===== src/rtl/uart_iid_pkg.sv =====
`timescale 1ns/1ps
package uart_iid_pkg;

  localparam int NSRC   = 4;
  localparam int CODE_W = 3;
  localparam int IDX_W  = $clog2(NSRC);

  // Cause index; a lower index is more urgent.
  typedef enum logic [IDX_W-1:0] {
    SRC_LS = 2'd0,
    SRC_RX = 2'd1,
    SRC_TX = 2'd2,
    SRC_MS = 2'd3
  } src_e;

  // Identification code: the most urgent cause gets the largest value.
  function automatic logic [CODE_W-1:0] code_of(input src_e s);
    return CODE_W'(NSRC - 1 - int'(s));
  endfunction

endpackage


===== src/rtl/uart_iid_pend.sv =====
`timescale 1ns/1ps
module uart_iid_pend (
  input  logic clk,
  input  logic rst_n,
  input  logic set_i,
  input  logic clr_i,
  output logic pend_o
);

  logic pend_d;

  // A new event outranks a clear arriving in the same cycle.
  always_comb begin
    pend_d = pend_o;
    if (clr_i) pend_d = 1'b0;
    if (set_i) pend_d = 1'b1;
  end

  always_ff @(posedge clk or negedge rst_n) begin
    if (!rst_n) pend_o <= 1'b0;
    else        pend_o <= pend_d;
  end

  // set dominates clear
  a_r4_set_dominates: assert property (@(posedge clk) disable iff (!rst_n)
    set_i |=> pend_o);

  // a clear without a set empties the flag
  a_r9_clear_empties: assert property (@(posedge clk) disable iff (!rst_n)
    (clr_i && !set_i) |=> !pend_o);

endmodule


===== src/rtl/uart_iid_chg.sv =====
`timescale 1ns/1ps
module uart_iid_chg #(
  parameter int W         = 4,
  parameter bit RISE_ONLY = 1'b0
) (
  input  logic         clk,
  input  logic         rst_n,
  input  logic [W-1:0] din,
  output logic         evt_o
);

  logic [W-1:0] din_q;

  always_ff @(posedge clk or negedge rst_n) begin
    if (!rst_n) din_q <= '0;
    else        din_q <= din;
  end

  generate
    if (RISE_ONLY) begin : g_rise
      // Reset value 0 makes a level already high after reset count as new.
      assign evt_o = |(din & ~din_q);
    end else begin : g_any
      logic primed_q;
      always_ff @(posedge clk or negedge rst_n) begin
        if (!rst_n) primed_q <= 1'b0;
        else        primed_q <= 1'b1;
      end
      // The first sample after reset only loads the history.
      assign evt_o = primed_q && (din != din_q);
    end
  endgenerate

endmodule


===== src/rtl/uart_iid_prio.sv =====
`timescale 1ns/1ps
module uart_iid_prio #(
  parameter int N = 4,
  localparam int IW = (N > 1) ? $clog2(N) : 1
) (
  input  logic [N-1:0]  req,
  output logic [N-1:0]  grant,
  output logic [IW-1:0] idx,
  output logic          any
);

  logic [N-1:0] above;

  assign above[0] = 1'b0;
  generate
    for (genvar i = 1; i < N; i++) begin : g_chain
      assign above[i] = above[i-1] | req[i-1];
    end
  endgenerate

  assign grant = req & ~above;
  assign any   = |req;

  always_comb begin
    idx = '0;
    for (int i = 0; i < N; i++) begin
      if (grant[i]) idx = IW'(i);
    end
  end

  // at most one cause reported, and only a requesting one
  always_comb begin
    a_r1_grant_onehot: assert ($onehot0(grant));
    a_r1_grant_requested: assert ((grant & ~req) == '0);
  end

endmodule


===== src/rtl/uart_iid.sv =====
`timescale 1ns/1ps
module uart_iid
  import uart_iid_pkg::*;
#(
  parameter int               SEL_W    = 3,
  parameter logic [SEL_W-1:0] ADDR_IIR = 3'd2,
  parameter logic [SEL_W-1:0] ADDR_LSR = 3'd5,
  parameter logic [SEL_W-1:0] ADDR_MSR = 3'd6,
  parameter int               LSE_W    = 4,
  parameter int               MDM_W    = 4
) (
  input  logic             clk,
  input  logic             rst_n,
  input  logic             rd_stb,
  input  logic [SEL_W-1:0] reg_sel,
  input  logic [LSE_W-1:0] lsr_evt,
  input  logic             rx_avail,
  input  logic             tx_cond,
  input  logic [MDM_W-1:0] modem_in,
  input  logic [NSRC-1:0]  irq_en,
  input  logic             fifo_mode,
  output logic             irq,
  output logic [7:0]       iid
);

  logic rd_iid, rd_lsr, rd_msr;
  logic ms_evt, tx_rise;
  logic pend_ls, pend_tx, pend_ms;
  logic tx_clr;
  logic [NSRC-1:0]  pend, req, grant;
  logic [IDX_W-1:0] top_idx;
  logic             any_req;
  logic [CODE_W-1:0] code;

  assign rd_iid = rd_stb && (reg_sel == ADDR_IIR);
  assign rd_lsr = rd_stb && (reg_sel == ADDR_LSR);
  assign rd_msr = rd_stb && (reg_sel == ADDR_MSR);

  // Event detectors
  uart_iid_chg #(.W(MDM_W), .RISE_ONLY(1'b0)) u_mdm_chg (
    .clk(clk), .rst_n(rst_n), .din(modem_in), .evt_o(ms_evt)
  );

  uart_iid_chg #(.W(1), .RISE_ONLY(1'b1)) u_tx_rise (
    .clk(clk), .rst_n(rst_n), .din(tx_cond), .evt_o(tx_rise)
  );

  // Sticky causes
  uart_iid_pend u_pend_ls (
    .clk(clk), .rst_n(rst_n), .set_i(|lsr_evt), .clr_i(rd_lsr), .pend_o(pend_ls)
  );

  // Transmit clears when its condition drops, or when the identification
  // read returns it as the reported cause.
  assign tx_clr = !tx_cond || (rd_iid && grant[int'(SRC_TX)]);

  uart_iid_pend u_pend_tx (
    .clk(clk), .rst_n(rst_n), .set_i(tx_rise), .clr_i(tx_clr), .pend_o(pend_tx)
  );

  uart_iid_pend u_pend_ms (
    .clk(clk), .rst_n(rst_n), .set_i(ms_evt), .clr_i(rd_msr), .pend_o(pend_ms)
  );

  // Gating and arbitration
  always_comb begin
    pend                  = '0;
    pend[int'(SRC_LS)]    = pend_ls;
    pend[int'(SRC_RX)]    = rx_avail;
    pend[int'(SRC_TX)]    = pend_tx;
    pend[int'(SRC_MS)]    = pend_ms;
  end

  assign req = pend & irq_en;

  uart_iid_prio #(.N(NSRC)) u_prio (
    .req(req), .grant(grant), .idx(top_idx), .any(any_req)
  );

  assign code = any_req ? code_of(src_e'(top_idx)) : '0;
  assign irq  = any_req;
  assign iid  = {fifo_mode, fifo_mode, 2'b00, code, ~any_req};

  // line error event shows up as pending on the next cycle
  a_r4_ls_sets: assert property (@(posedge clk) disable iff (!rst_n)
    (lsr_evt != '0) |=> pend_ls);

  // line status read alone empties the line error cause
  a_r4_ls_read_clears: assert property (@(posedge clk) disable iff (!rst_n)
    (rd_lsr && lsr_evt == '0) |=> !pend_ls);

  // modem status read alone empties the modem cause
  a_r9_ms_read_clears: assert property (@(posedge clk) disable iff (!rst_n)
    (rd_msr && !ms_evt) |=> !pend_ms);

  // a low transmit condition leaves no transmit cause
  a_r6_tx_low_drops: assert property (@(posedge clk) disable iff (!rst_n)
    !tx_cond |=> !pend_tx);

  // reading the byte while it names transmit clears that cause
  a_r7_tx_iid_clears: assert property (@(posedge clk) disable iff (!rst_n)
    (rd_iid && !iid[0] && iid[3:1] == 3'b001) |=> !pend_tx);

  // nothing enabled means no request
  a_r3_all_masked: assert property (@(posedge clk) disable iff (!rst_n)
    (irq_en == '0) |-> !irq);

endmodule


===== config.mk =====
export PLATFORM = sky130hd
export DESIGN_NAME = uart_iid
export DESIGN_NICKNAME = d
export VERILOG_FILES = /design/src/rtl/uart_iid_pkg.sv /design/src/rtl/uart_iid_pend.sv /design/src/rtl/uart_iid_chg.sv /design/src/rtl/uart_iid_prio.sv /design/src/rtl/uart_iid.sv
export SDC_FILE = /design/constraint.sdc
export NUM_CORES = 1
export LEC_CHECK = 0
export ABC_AREA = 1
export ABC_CLOCK_PERIOD_IN_PS = 1000
export BUFFER_PORTS_ARGS = -buffer_cell sky130_fd_sc_hd__buf_2
export CAP_MARGIN = 0
export CORE_AREA = 2 2 39 41
export CTS_BUF_LIST = sky130_fd_sc_hd__clkbuf_4
export DETAILED_ROUTE_END_ITERATION = 8
export DIE_AREA = 0 0 41 43
export GPL_TIMING_DRIVEN = 1
export MAX_ROUTING_LAYER = met4
export PLACE_DENSITY = 0.67
export SYNTH_ARGS = -nofsm -noshare
export SYNTH_HDL_FRONTEND = slang
export SYNTH_SLANG_ARGS = --single-unit

===== constraint.sdc =====
create_clock -name clk -period 1 [get_ports clk]
set_clock_uncertainty 0.2 [all_clocks]
set_input_delay 0.15 -clock clk [delete_from_list [all_inputs] [get_ports clk]]
set_output_delay 0.15 -clock clk [all_outputs]
set_load 0.02 [all_outputs]

# Word level (Yosys, flattened, before mapping)
# Cells that the tools add are included.
[op_classes]
reduce_logical = 12
mux = 10
bitwise = 8
n_eq_ne = 4
n_addsub = 1
[op_table]
columns = ["operator", "count"]
rows = [
  ["4-bit AND", 2],
  ["4-bit OR reduction", 2],
  ["1-bit 2-to-1 mux", 7],
  ["3-bit == test, second input constant", 2],
  ["2-bit nonzero test", 3],
  ["1-bit logical AND", 5],
  ["2-bit 2-to-1 mux", 2],
  ["4-bit != test", 1],
  ["4-bit NOT", 1],
  ["3-bit by 2-bit == test with 1-bit output, second input constant", 1],
  ["3-bit 2-to-1 mux", 1],
  ["2-bit by 2-bit subtractor with 3-bit output, first input constant", 1],
  ["1-bit NOT", 2],
  ["1-bit OR", 2],
  ["1-bit AND", 1],
  ["1-bit logical NOT", 1],
  ["1-bit logical OR", 1],
]
[totals]
ff_bits = 9
elab_cells = 41
input_bits = 21
output_inout_bits = 9

# Logic depth before layout (Yosys ltp)
# Gate-level depths: netlist of run 1.
[logic_depth]
ltp_word = 10
mapped_depth = 7
depth_no_buf = 7

# Hierarchy
# From an unflattened synthesis of run 1, not the netlist that was laid out.
[hier_totals]
cells_unflattened = 93
area_unflattened_um2 = 588.1
[by_module_without_submodules]
columns = ["mod", "cells_per_inst", "instances", "area_each_um2", "seq_area_each_um2"]
rows = [
  ["uart_iid_chg (u_mdm_chg)", 30, 1, 220.2, 125.1],
  ["uart_iid", 31, 1, 140.1, 0.0],
  ["uart_iid_pend", 5, 3, 40.0, 25.0],
  ["uart_iid_prio", 14, 1, 72.6, 0.0],
  ["uart_iid_chg (u_tx_rise)", 3, 1, 35.0, 25.0],
]

# Worst setup path before layout of run 1
# Ideal clock, no wire load.
[synth_path]
path_type = "flip-flop to output port"
start = "register u_pend_ls.pend_o"
end = "output port iid[0]"
n_path_buf = 0
setup_slack_ns = -0.294
t_arrival_ns = 0.944
t_required_ns = 0.650
stages_incl_launch_ff = 4
cell_sequence = "dfrtp_1 -> nand2_2 -> nand4_1 -> inv_1"
[synth_via]
elab_chain_len = 3
[synth_rtl]
columns = ["element", "line_no", "source"]
rows = [
  ["from (decl)", "uart_iid_pend.sv:7", "output logic pend_o"],
  ["from (signal assigned)", "uart_iid_pend.sv:21", "else pend_o <= pend_d;"],
  ["4-bit AND", "uart_iid.sv:74", "assign req = pend & irq_en;"],
  ["4-bit OR reduction", "uart_iid_prio.sv:22", "assign any = |req;"],
  ["named net irq", "uart_iid.sv:22", "output logic irq,"],
  ["1-bit NOT", "uart_iid.sv:82", "assign iid = {fifo_mode, fifo_mode, 2'b00, code, ~any_req};"],
  ["to (decl)", "uart_iid.sv:23", "output logic [7:0] iid"],
]
# The timed path passes the listed nets, and every way through them passes these cells.

# Worst setup path after layout of run 1
[layout_path]
start = "register u_pend_tx.pend_o"
end = "output port irq"
[layout_via]
elab_chain_len = 2
[layout_rtl]
columns = ["element", "line_no"]
rows = [
  ["from (decl)", "uart_iid_pend.sv:7"],
  ["from (signal assigned)", "uart_iid_pend.sv:21"],
  ["4-bit AND", "uart_iid.sv:74"],
  ["4-bit OR reduction", "uart_iid_prio.sv:22"],
  ["to (decl)", "uart_iid.sv:22"],
]
# Every way passes these cells.

==> results of run 1 <==
==> worst max-delay path: stages (launching register included) <==
cell and delay, ns:
dfrtp_1 0.40, nand2_2 0.07, nand4_1 0.13, buf_2 0.19
==> area by class of cell <==
type | count | area (sq um) | area share [%]
repair buffers | 30 | 205 | 29.8
clock buffers | 4 | 30.0 | 4.36
multi-input cells | 38 | 181 | 26.4
well taps | 16 | 20.0 | 2.91
inverters | 7 | 26.3 | 3.82
flip-flops and latches | 9 | 225 | 32.7
==> timing repair <==
item / in CTS / in global routing
endpoints found under the setup margin: 6 / 6
buffers inserted: 0 / 1
gates resized for setup: 4 / 4
hold endpoints to repair: 16 / 1
gates cloned: 0 / 0
pin swaps: 2 / 7
==> report_power, final <==
| group | internal (uW) | total, uW | switching (uW) | leakage, uW |
|---|---|---|---|---|
| logic | 87.5 | 174 | 86.6 | 0.000259 |
| clock network | 180 | 293 | 113 | 0.0000184 |
| registers | 382 | 391 | 8.69 | 0.000100 |
| total | 650 | 858 | 209 | 0.000377 |
==> registers in the layout, indices dropped and copies added, names as in the netlist <==
name,count
u_pend_tx.pend_o,1
u_mdm_chg.din_q,4
u_pend_ls.pend_o,1
u_pend_ms.pend_o,1
u_tx_rise.din_q,1
u_mdm_chg.g_any.primed_q,1
==> cell families after synthesis <==
| logic type | count (synthesis) | synth area share, % |
|---|---|---|
| and+or+nand+nor | 29 | 26.6 |
| DFF | 9 | 48.9 |
| xor gates and xnor gates | 2 | 3.81 |
| other | 2 | 1.63 |
| AOI/OAI and AO/OA | 3 | 5.16 |
| buffers and inverters | 12 | 13.9 |
==> placed cells by master (no fill, tap or decap) <==
cell type,count
buf_2,20
nand2_1,13
nor2_1,9
dfrtp_1,9
inv_1,6
dlygate4sd3_1,6
nand2_2,4
conb_1,4
clkbuf_4,4
buf_6,4
xor2_1,2
nand4_1,1
nand3_1,1
o21ai_0,1
o31ai_1,1
nor4_1,1
o21bai_2,1
inv_2,1
==> cell usage after synthesis <==
library cell	number
buf_4	5
conb_1	2
dfrtp_1	9
inv_1	7
nand2_1	14
nand2_2	3
nand3_1	1
nand4_1	1
nor2_1	9
nor4_1	1
o21ai_0	1
o21bai_2	1
o31ai_1	1
xor2_1	2
==> final timing paths <==
path	from	slack (ns)	to	cells past startpoint
worst max-delay path	u_pend_tx.pend_o$_DFFE_PN0P_	-0.40	irq	3
worst min-delay path	lsr_evt[2]	-0.11	u_pend_ls.pend_o$_DFFE_PN0P_	3
worst max register to register	u_pend_ls.pend_o$_DFFE_PN0P_	-0.17	u_pend_tx.pend_o$_DFFE_PN0P_	7
worst min register to register	u_mdm_chg.g_any.primed_q$_DFF_PN0_	0.25	u_pend_ms.pend_o$_DFFE_PN0P_	2
max in group asynchronous	rst_n	0.34	u_mdm_chg.g_any.primed_q$_DFF_PN0_	2
min in group asynchronous	rst_n	0.08	u_pend_ms.pend_o$_DFFE_PN0P_	2
==> layer usage <==
layer,track usage [%],vias to the layer above,part of all wire (%)
li1,-,225,-
met5,-,-,0
met1,10.1,187,36
met3,6.28,0,9.1
met2,20.6,19,55
met4,4.00,0,0
==> through the flow <==
step                instance area, sq um  TNS, ns  hold WS (ns)
floorplan                            468   -0.461        -0.346
global placement                     566   -0.382        -0.192
detailed placement                   566   -0.436        -0.192
CTS                                  668    -1.57        -0.120
global route                         688    -2.13        -0.114
finish                               688    -1.70        -0.111
==> impl_metrics.py, run 1 <==
metrics = {
    "sta": {
        "hold_slack_ns": -0.111,
        "setup_viol": 6,
        "period_needed_ns": 1.40,
        "rsz0062_at_grt": "yes",
        "finalMaxSlewViolations": 0,
        "hold_violations": 1,
        "worst_slack_ns": -0.397,
        "min_period_over_period_pct": 140,
        "clock.fmax_mhz": 716,
    },
    "worst_setup_path": {
        "start_kind": "flip-flop",
        "worstPathArrival_ns": 1.05,
        "required_ns": 0.65,
        "criticalPathCategory": "flip-flop to output port",
        "cp-end-kind": "output port",
        "crit_fanout": 3,
    },
    "routing": {
        "drtIter0Drc": 5,
        "ant_nets": 0,
        "wl_um": 881,
        "vias": 431,
        "vias_per_cell": 4.14,
        "drc": 0,
        "wl_per_cell_um": 8.47,
        "first_pass_iters": 4,
    },
    "yosys": {
        "ys_seq_area_share_pct": 48.9,
        "syn_inst": 57,
        "yosysTopAreaCell": "dfrtp_1",
        "syn_area_per_cell_sq_um": 8.08,
        "synth.area.top_cells": "dfrtp_1, nand2_1, buf_4",
        "synthesis.area_sq_um": 460,
        "ys_ff_latch": 9,
        "synth_cell_type_count": 14,
        "yosysTopAreaCellShare_pct": 48.9,
        "yosysWarningCount": 0,
    },
    "hold_path": {
        "hold_class": "input pin to flip-flop",
    },
    "global_routing": {
        "antenna_found_initial": 0,
        "grt_usage_pct": 11.9,
        "grt_pass1_vias": 396,
        "grt_pass1_wl_um": 1350,
        "grt_max_degree": 10,
        "overflow": 0,
    },
    "clocking": {
        "cts_buffers": 3,
        "ctsRootBufferMaster": "clkbuf_4",
        "h-tree-depth": 1,
        "path_clk_slew_ns": 0.06,
        "cts_tree": "done",
        "cts_hold_buf": 6,
        "clkSinkCount": 9,
        "clock_latency_ns": 0.25,
        "clock_path_buffers": 2,
    },
    "placement": {
        "dp_hpwl_um": 666,
        "placedCellCount": 93,
        "globalplace.congestion": 0.603,
        "dpl_worst_slack_ns": -0.136,
        "port_buffers": 23,
    },
    "status": {
        "violations": "negative hold slack, negative setup slack",
        "status": "complete, but fails checks",
    },
    "die": {
        "die_h_um": 43,
        "die_area_sq_um": 1760,
        "start_util_pct": 33.3,
        "io_pins": 30,
        "die_x_um": 41,
        "core_sq_um": 1380,
        "core.rowCount": 14,
    },
    "finish": {
        "instances_no_fill": 104,
        "area_growth_pct": 49.5,
        "nFillCells": 140,
        "diodes": 0,
        "layout-drive-gt1-share_pct": 38.6,
        "fin_nets": 110,
        "finish.utilization_pct": 49.7,
    },
    "power": {
        "irDropWorstVdd_v": 0.00107,
        "p_per_area_nw_per_um2": 1250,
        "finalPower_uw": 858,
        "p_leak_uw": 0.000377,
    },
    "flow_run": {
        "drv_cap": 0,
    },
}
(Power assumes the default switching activity.)
==> run 2: changes to the inputs <==
--- a/config.mk
+++ b/config.mk
@@ -6,7 +6,7 @@
 export NUM_CORES = 1
 export LEC_CHECK = 0
 export ABC_AREA = 1
-export ABC_CLOCK_PERIOD_IN_PS = 1000
+export ABC_CLOCK_PERIOD_IN_PS = 1350
 export BUFFER_PORTS_ARGS = -buffer_cell sky130_fd_sc_hd__buf_2
 export CAP_MARGIN = 0
 export CORE_AREA = 2 2 39 41
@@ -15,7 +15,7 @@
 export DIE_AREA = 0 0 41 43
 export GPL_TIMING_DRIVEN = 1
 export MAX_ROUTING_LAYER = met4
-export PLACE_DENSITY = 0.67
+export PLACE_DENSITY = 0.65
 export SYNTH_ARGS = -nofsm -noshare
 export SYNTH_HDL_FRONTEND = slang
 export SYNTH_SLANG_ARGS = --single-unit
==> constraint.sdc (replaced) <==
create_clock -name clk -period 1.35 [get_ports clk]
set_clock_uncertainty 0.2 [all_clocks]
set_input_delay 0.2025 -clock clk [delete_from_list [all_inputs] [get_ports clk]]
set_output_delay 0.2025 -clock clk [all_outputs]
set_load 0.02 [all_outputs]
==> impl_metrics.py, run 2 (same netlist as run 1, synthesis figures left out) <==
metrics = {
    "routing": {
        "wl_per_cell_um": 8.42,
        "wl_um": 909,
        "drtIter0Drc": 3,
        "vias": 445,
        "vias_per_cell": 4.12,
        "drc": 0,
        "first_pass_iters": 4,
        "ant_nets": 0,
    },
    "worst_setup_path": {
        "r2r_setup_slack_ns": 0.24,
        "required_ns": 0.95,
        "crit_chain": "nand2_2 > nand4_1 > inv_1 > buf_6",
        "crit_family": "flip-flops",
        "rr_startpoint": "u_pend_ls.pend_o$_DFFE_PN0P_",
        "start_kind": "flip-flop",
        "criticalPathCategory": "flip-flop to output port",
        "critPathBufInv": 2,
        "slowest_stage": "dfrtp_1",
        "worstPathArrival_ns": 1.03,
        "cp-end-kind": "output port",
        "rr_worst_depth": 6,
        "timing.rr.end": "u_pend_tx.pend_o$_DFFE_PN0P_",
        "slowest_delay_ns": 0.39,
        "crit_fanout": 3,
    },
    "finish": {
        "layout-drive-gt1-share_pct": 34.8,
        "finish.utilization_pct": 52.5,
        "fin_nets": 114,
        "most-common-layout-cells": "buf_2, nand2_1, dlygate4sd3_1",
        "instances_no_fill": 108,
        "regMostFlops": "u_mdm_chg.din_q",
        "nFillCells": 139,
        "largest_register_ffs": 4,
        "fin_area_sq_um": 727,
        "diodes": 0,
        "layout_commonest_cell": "buf_2",
        "area_growth_pct": 57.9,
    },
    "clocking": {
        "cts_buffers": 3,
        "ctsRootBufferMaster": "clkbuf_4",
        "path_clk_slew_ns": 0.07,
        "clkSinkCount": 9,
        "clock_latency_ns": 0.26,
        "clock_path_buffers": 2,
        "cts_tree": "done",
        "h-tree-depth": 1,
    },
    "placement": {
        "globalplace.congestion": 0.674,
        "placedCellCount": 93,
        "dpl_worst_slack_ns": 0.168,
        "dp_hpwl_um": 678,
        "port_buffers": 23,
        "dpl_cell_area_sq_um": 566,
    },
    "status": {
        "status": "complete, but fails checks",
        "violations": "negative setup slack",
    },
    "sta": {
        "rsz0062_at_grt": "yes",
        "hold_slack_ns": 0.0543,
        "setup_viol": 2,
        "hold_violations": 0,
        "min_period_over_period_pct": 106,
        "clock.fmax_mhz": 700,
        "worst_slack_ns": -0.0795,
        "period_needed_ns": 1.43,
        "finalMaxSlewViolations": 0,
    },
    "power": {
        "seq_power_share_pct": 45.6,
        "switchingPower_uw": 170,
        "p_per_area_nw_per_um2": 874,
        "p_sw_share_pct": 26.7,
        "p_int_uw": 466,
        "power_frac_comb_pct": 21.8,
        "p_leak_uw": 0.000394,
        "pwr-share-clk_pct": 32.6,
        "irDropWorstVdd_v": 0.000609,
    },
    "global_routing": {
        "antenna_found_initial": 0,
        "grt_max_degree": 10,
        "grt_pass1_wl_um": 1480,
        "overflow": 0,
        "grt_usage_pct": 13.2,
        "grt_pass1_vias": 425,
    },
    "hold_path": {
        "hp-start": "reg_sel[0]",
        "whs_path_depth": 4,
        "hold_path_end": "u_pend_ls.pend_o$_DFFE_PN0P_",
        "hold_class": "input pin to flip-flop",
    },
    "die": {
        "io_pins": 30,
        "die_area_sq_um": 1760,
        "core.rowCount": 14,
        "die_x_um": 41,
        "core_sq_um": 1380,
        "start_util_pct": 33.3,
        "die_h_um": 43,
    },
    "flow_run": {
        "drv_cap": 0,
    },
}
run 2: worst max-delay path by stage:
stage                                  from  depth (start not counted)  slack (ns)     end
2_1_floorplan  u_pend_ls.pend_o$_DFFE_PN0P_                          3       0.003  iid[0]
3_3_place_gp   u_pend_ls.pend_o$_DFFE_PN0P_                          4        0.18  iid[0]
3_5_place_dp   u_pend_ls.pend_o$_DFFE_PN0P_                          4        0.17  iid[0]
4_1_cts        u_pend_ls.pend_o$_DFFE_PN0P_                          4        -0.1  iid[0]
5_1_grt        u_pend_ls.pend_o$_DFFE_PN0P_                          4       -0.16  iid[0]
6_report       u_pend_ls.pend_o$_DFFE_PN0P_                          4       -0.08  iid[0]
run 2: routing by layer:
| metal | track usage [%] | vias to the layer above | routed length (um) |
|---|---|---|---|
| met3 | 1.57 | 2 | 63 |
| met4 | 12.7 | 0 | 8 |
| li1 | - | 235 | - |
| met2 | 21.6 | 17 | 489 |
| met1 | 12.1 | 191 | 347 |
| met5 | - | - | 0 |
run 2: power by group through the flow:
stage,sequential [uW],clock (uW),combinational [uW]
global route,291,227,156
finish,290,207,138
detailed placement,295,0,104
global placement,294,0,101
CTS,290,218,137
floorplan,293,0,69.9
run 2: final cells by class:
class / count / area [sq um] / share of cell area (%)
timing repair buffer: 34 / 246 / 33.9
sequential: 9 / 225 / 31.0
multi-input combinational: 38 / 181 / 25.0
inverter: 7 / 26.3 / 3.61
clock buffer: 3 / 22.5 / 3.10
tap: 16 / 20.0 / 2.75
clock inverter: 1 / 5.00 / 0.688
run 2: repair_timing:
action / 4_1_cts / 5_1_grt
resized for setup: 6 / 1
setup endpoints to repair: 4 / 5
pin swaps: 2 / 3
hold buffers: 11 / 0
setup buffers: 0 / 1
endpoints found under the hold margin: 15 / 0
run 2: tightest hold or removal path, stage by stage:
cell and delay [ns]:
buf_2 0.09, inv_1 0.06, o31ai_1 0.08, nand2_1 0.05
run 2: metrics by stage:
stage | power [uW] | setup TNS, ns
after CTS | 644 | -0.180
after global placement | 395 | 0
after detailed placement | 398 | 0
after floorplan | 363 | 0
after global routing | 674 | -0.369
final | 635 | -0.136
==> run 3: changes to the inputs <==
--- a/config.mk
+++ b/config.mk
@@ -9,13 +9,13 @@
 export ABC_CLOCK_PERIOD_IN_PS = 1350
 export BUFFER_PORTS_ARGS = -buffer_cell sky130_fd_sc_hd__buf_2
 export CAP_MARGIN = 0
-export CORE_AREA = 2 2 39 41
+export CORE_MARGIN = 1
+export CORE_UTILIZATION = 30
 export CTS_BUF_LIST = sky130_fd_sc_hd__clkbuf_4
 export DETAILED_ROUTE_END_ITERATION = 8
-export DIE_AREA = 0 0 41 43
 export GPL_TIMING_DRIVEN = 1
 export MAX_ROUTING_LAYER = met4
-export PLACE_DENSITY = 0.65
+export PLACE_DENSITY_LB_ADDON = 0.05
 export SYNTH_ARGS = -nofsm -noshare
 export SYNTH_HDL_FRONTEND = slang
 export SYNTH_SLANG_ARGS = --single-unit
==> impl_metrics.py, run 3 (same netlist as run 1, synthesis figures left out) <==
metrics = {
    "placement": {
        "port_buffers": 23,
        "dp_hpwl_um": 661,
        "globalplace.congestion": 0.666,
        "dpl_cell_area_sq_um": 564,
    },
    "sta": {
        "min_period_over_period_pct": 107,
        "hold_slack_ns": 0.0183,
        "fin_setup_tns_ns": -0.238,
        "worst_slack_ns": -0.0961,
        "rsz0062_at_grt": "yes",
        "hold_violations": 0,
        "setup_viol": 3,
        "finalMaxSlewViolations": 0,
        "period_needed_ns": 1.45,
        "clock.fmax_mhz": 692,
    },
    "die": {
        "core_sq_um": 1370,
        "start_util_pct": 33.7,
        "core.rowCount": 13,
        "die_x_um": 41.2,
        "die_h_um": 41.2,
        "io_pins": 30,
        "die_area_sq_um": 1700,
    },
    "global_routing": {
        "overflow": 0,
        "grt_max_degree": 10,
        "grt_usage_pct": 14.9,
        "antenna_found_initial": 0,
        "grt_pass1_wl_um": 1500,
        "grt_pass1_vias": 433,
    },
    "worst_setup_path": {
        "critPathBufInv": 2,
        "crit_chain": "nand2_2 > nand4_1 > inv_1 > buf_6",
        "required_ns": 0.95,
        "slowest_delay_ns": 0.39,
        "worstPathArrival_ns": 1.04,
        "start_kind": "flip-flop",
        "criticalPathCategory": "flip-flop to output port",
        "crit_fanout": 3,
        "slowest_stage": "dfrtp_1",
        "cp-end-kind": "output port",
        "r2r_setup_slack_ns": 0.24,
        "crit_family": "flip-flops",
    },
    "routing": {
        "top_layer": "met3",
        "vias": 444,
        "wl_um": 866,
        "wl_per_cell_um": 8.33,
        "wl_met3_um": 77,
        "drc": 0,
        "first_pass_iters": 2,
        "vias_per_cell": 4.27,
        "met2_length_um": 427,
        "drtIter0Drc": 3,
        "met1_length_um": 361,
        "ant_nets": 0,
    },
    "clocking": {
        "cts_buffers": 3,
        "clkSinkCount": 9,
        "h-tree-depth": 1,
        "clock_path_buffers": 2,
        "cts_tree": "done",
        "path_clk_slew_ns": 0.05,
        "ctsRootBufferMaster": "clkbuf_4",
        "clock_latency_ns": 0.25,
    },
    "flow_run": {
        "drv_cap": 0,
    },
    "finish": {
        "layout_commonest_cell": "buf_2",
        "multi_input_area_sq_um": 184,
        "nFillCells": 146,
        "seqCellArea_sq_um": 225,
        "regMostFlops": "u_mdm_chg.din_q",
        "largest_register_ffs": 4,
        "fin_area_sq_um": 718,
        "most-common-layout-cells": "buf_2, nand2_1, dlygate4sd3_1",
        "area_growth_pct": 56.0,
        "layout-drive-gt1-share_pct": 33.7,
        "fin_nets": 111,
        "finish.utilization_pct": 52.6,
        "diodes": 0,
    },
    "status": {
        "violations": "negative setup slack",
        "status": "complete, but fails checks",
    },
    "power": {
        "p_per_area_nw_per_um2": 896,
        "irDropWorstVdd_v": 0.000648,
        "p_leak_uw": 0.000392,
        "finalPower_uw": 644,
    },
    "hold_path": {
        "hold_class": "input pin to flip-flop",
    },
}
run 3: changes by cell type in the layout (fill, tap and decap cells not counted), sizes merged:
cell,change
clkinv,-1
dlygate4sd3,-1
buf,-3
clkbuf,+1
dlymetal6s4s,+1
run 3: area by class of cell:
cell class                 instances  share of cell area [%]
timing repair buffer              31                    32.6
sequential                         9                    31.4
clock buffer                       4                    4.18
multi-input combinational         38                    25.6
tap                               15                    2.61
inverter                           7                    3.66
run 3: through the flow:
step                      cells  setup slack [ns]
after floorplan              59           0.00334
after global placement       92             0.174
after CTS                   107            -0.104
after detailed placement     92             0.154
after global routing        104            -0.167
final                       104           -0.0961
run 3: worst paths after layout:
kind                       depth (start not counted)                          startpoint                      endpoint
setup / recovery                                   4        u_pend_ls.pend_o$_DFFE_PN0P_                        iid[0]
hold / removal                                     1                         modem_in[3]  u_mdm_chg.din_q[3]$_DFF_PN0_
setup reg to reg                                   5        u_mdm_chg.din_q[1]$_DFF_PN0_  u_pend_ms.pend_o$_DFFE_PN0P_
hold reg to reg                                    2  u_mdm_chg.g_any.primed_q$_DFF_PN0_  u_pend_ms.pend_o$_DFFE_PN0P_
max in group asynchronous                          2                               rst_n  u_pend_ms.pend_o$_DFFE_PN0P_
min in group asynchronous                          2                               rst_n     u_tx_rise.din_q$_DFF_PN0_
run 3: report_power, final:
group          internal (uW)  switching (uW)
clock                    133            86.3
combinational           69.8            64.0
sequential               283            6.90
run 3: per-layer routing:
metal | track usage, % | vias up
met1 | 14.0 | 200
met4 | 4.84 | 0
met5 | - | -
met2 | 24.6 | 18
met3 | 9.78 | 0
li1 | - | 226
run 3: worst register-to-register path, cell delays in order, from the launching register on:
cell and delay [ns]:
dfrtp_1 0.37, xor2_1 0.16, nor2_1 0.11, nand2_1 0.06, nand2_1 0.06, nand2_1 0.04
run 3: timing repair:
item	4_1_cts	5_1_grt
resized for setup	6	3
pin swaps	2	6
hold endpoints to repair	15	0
setup endpoints to repair	4	5
setup buffers	0	1
hold buffers	11	0
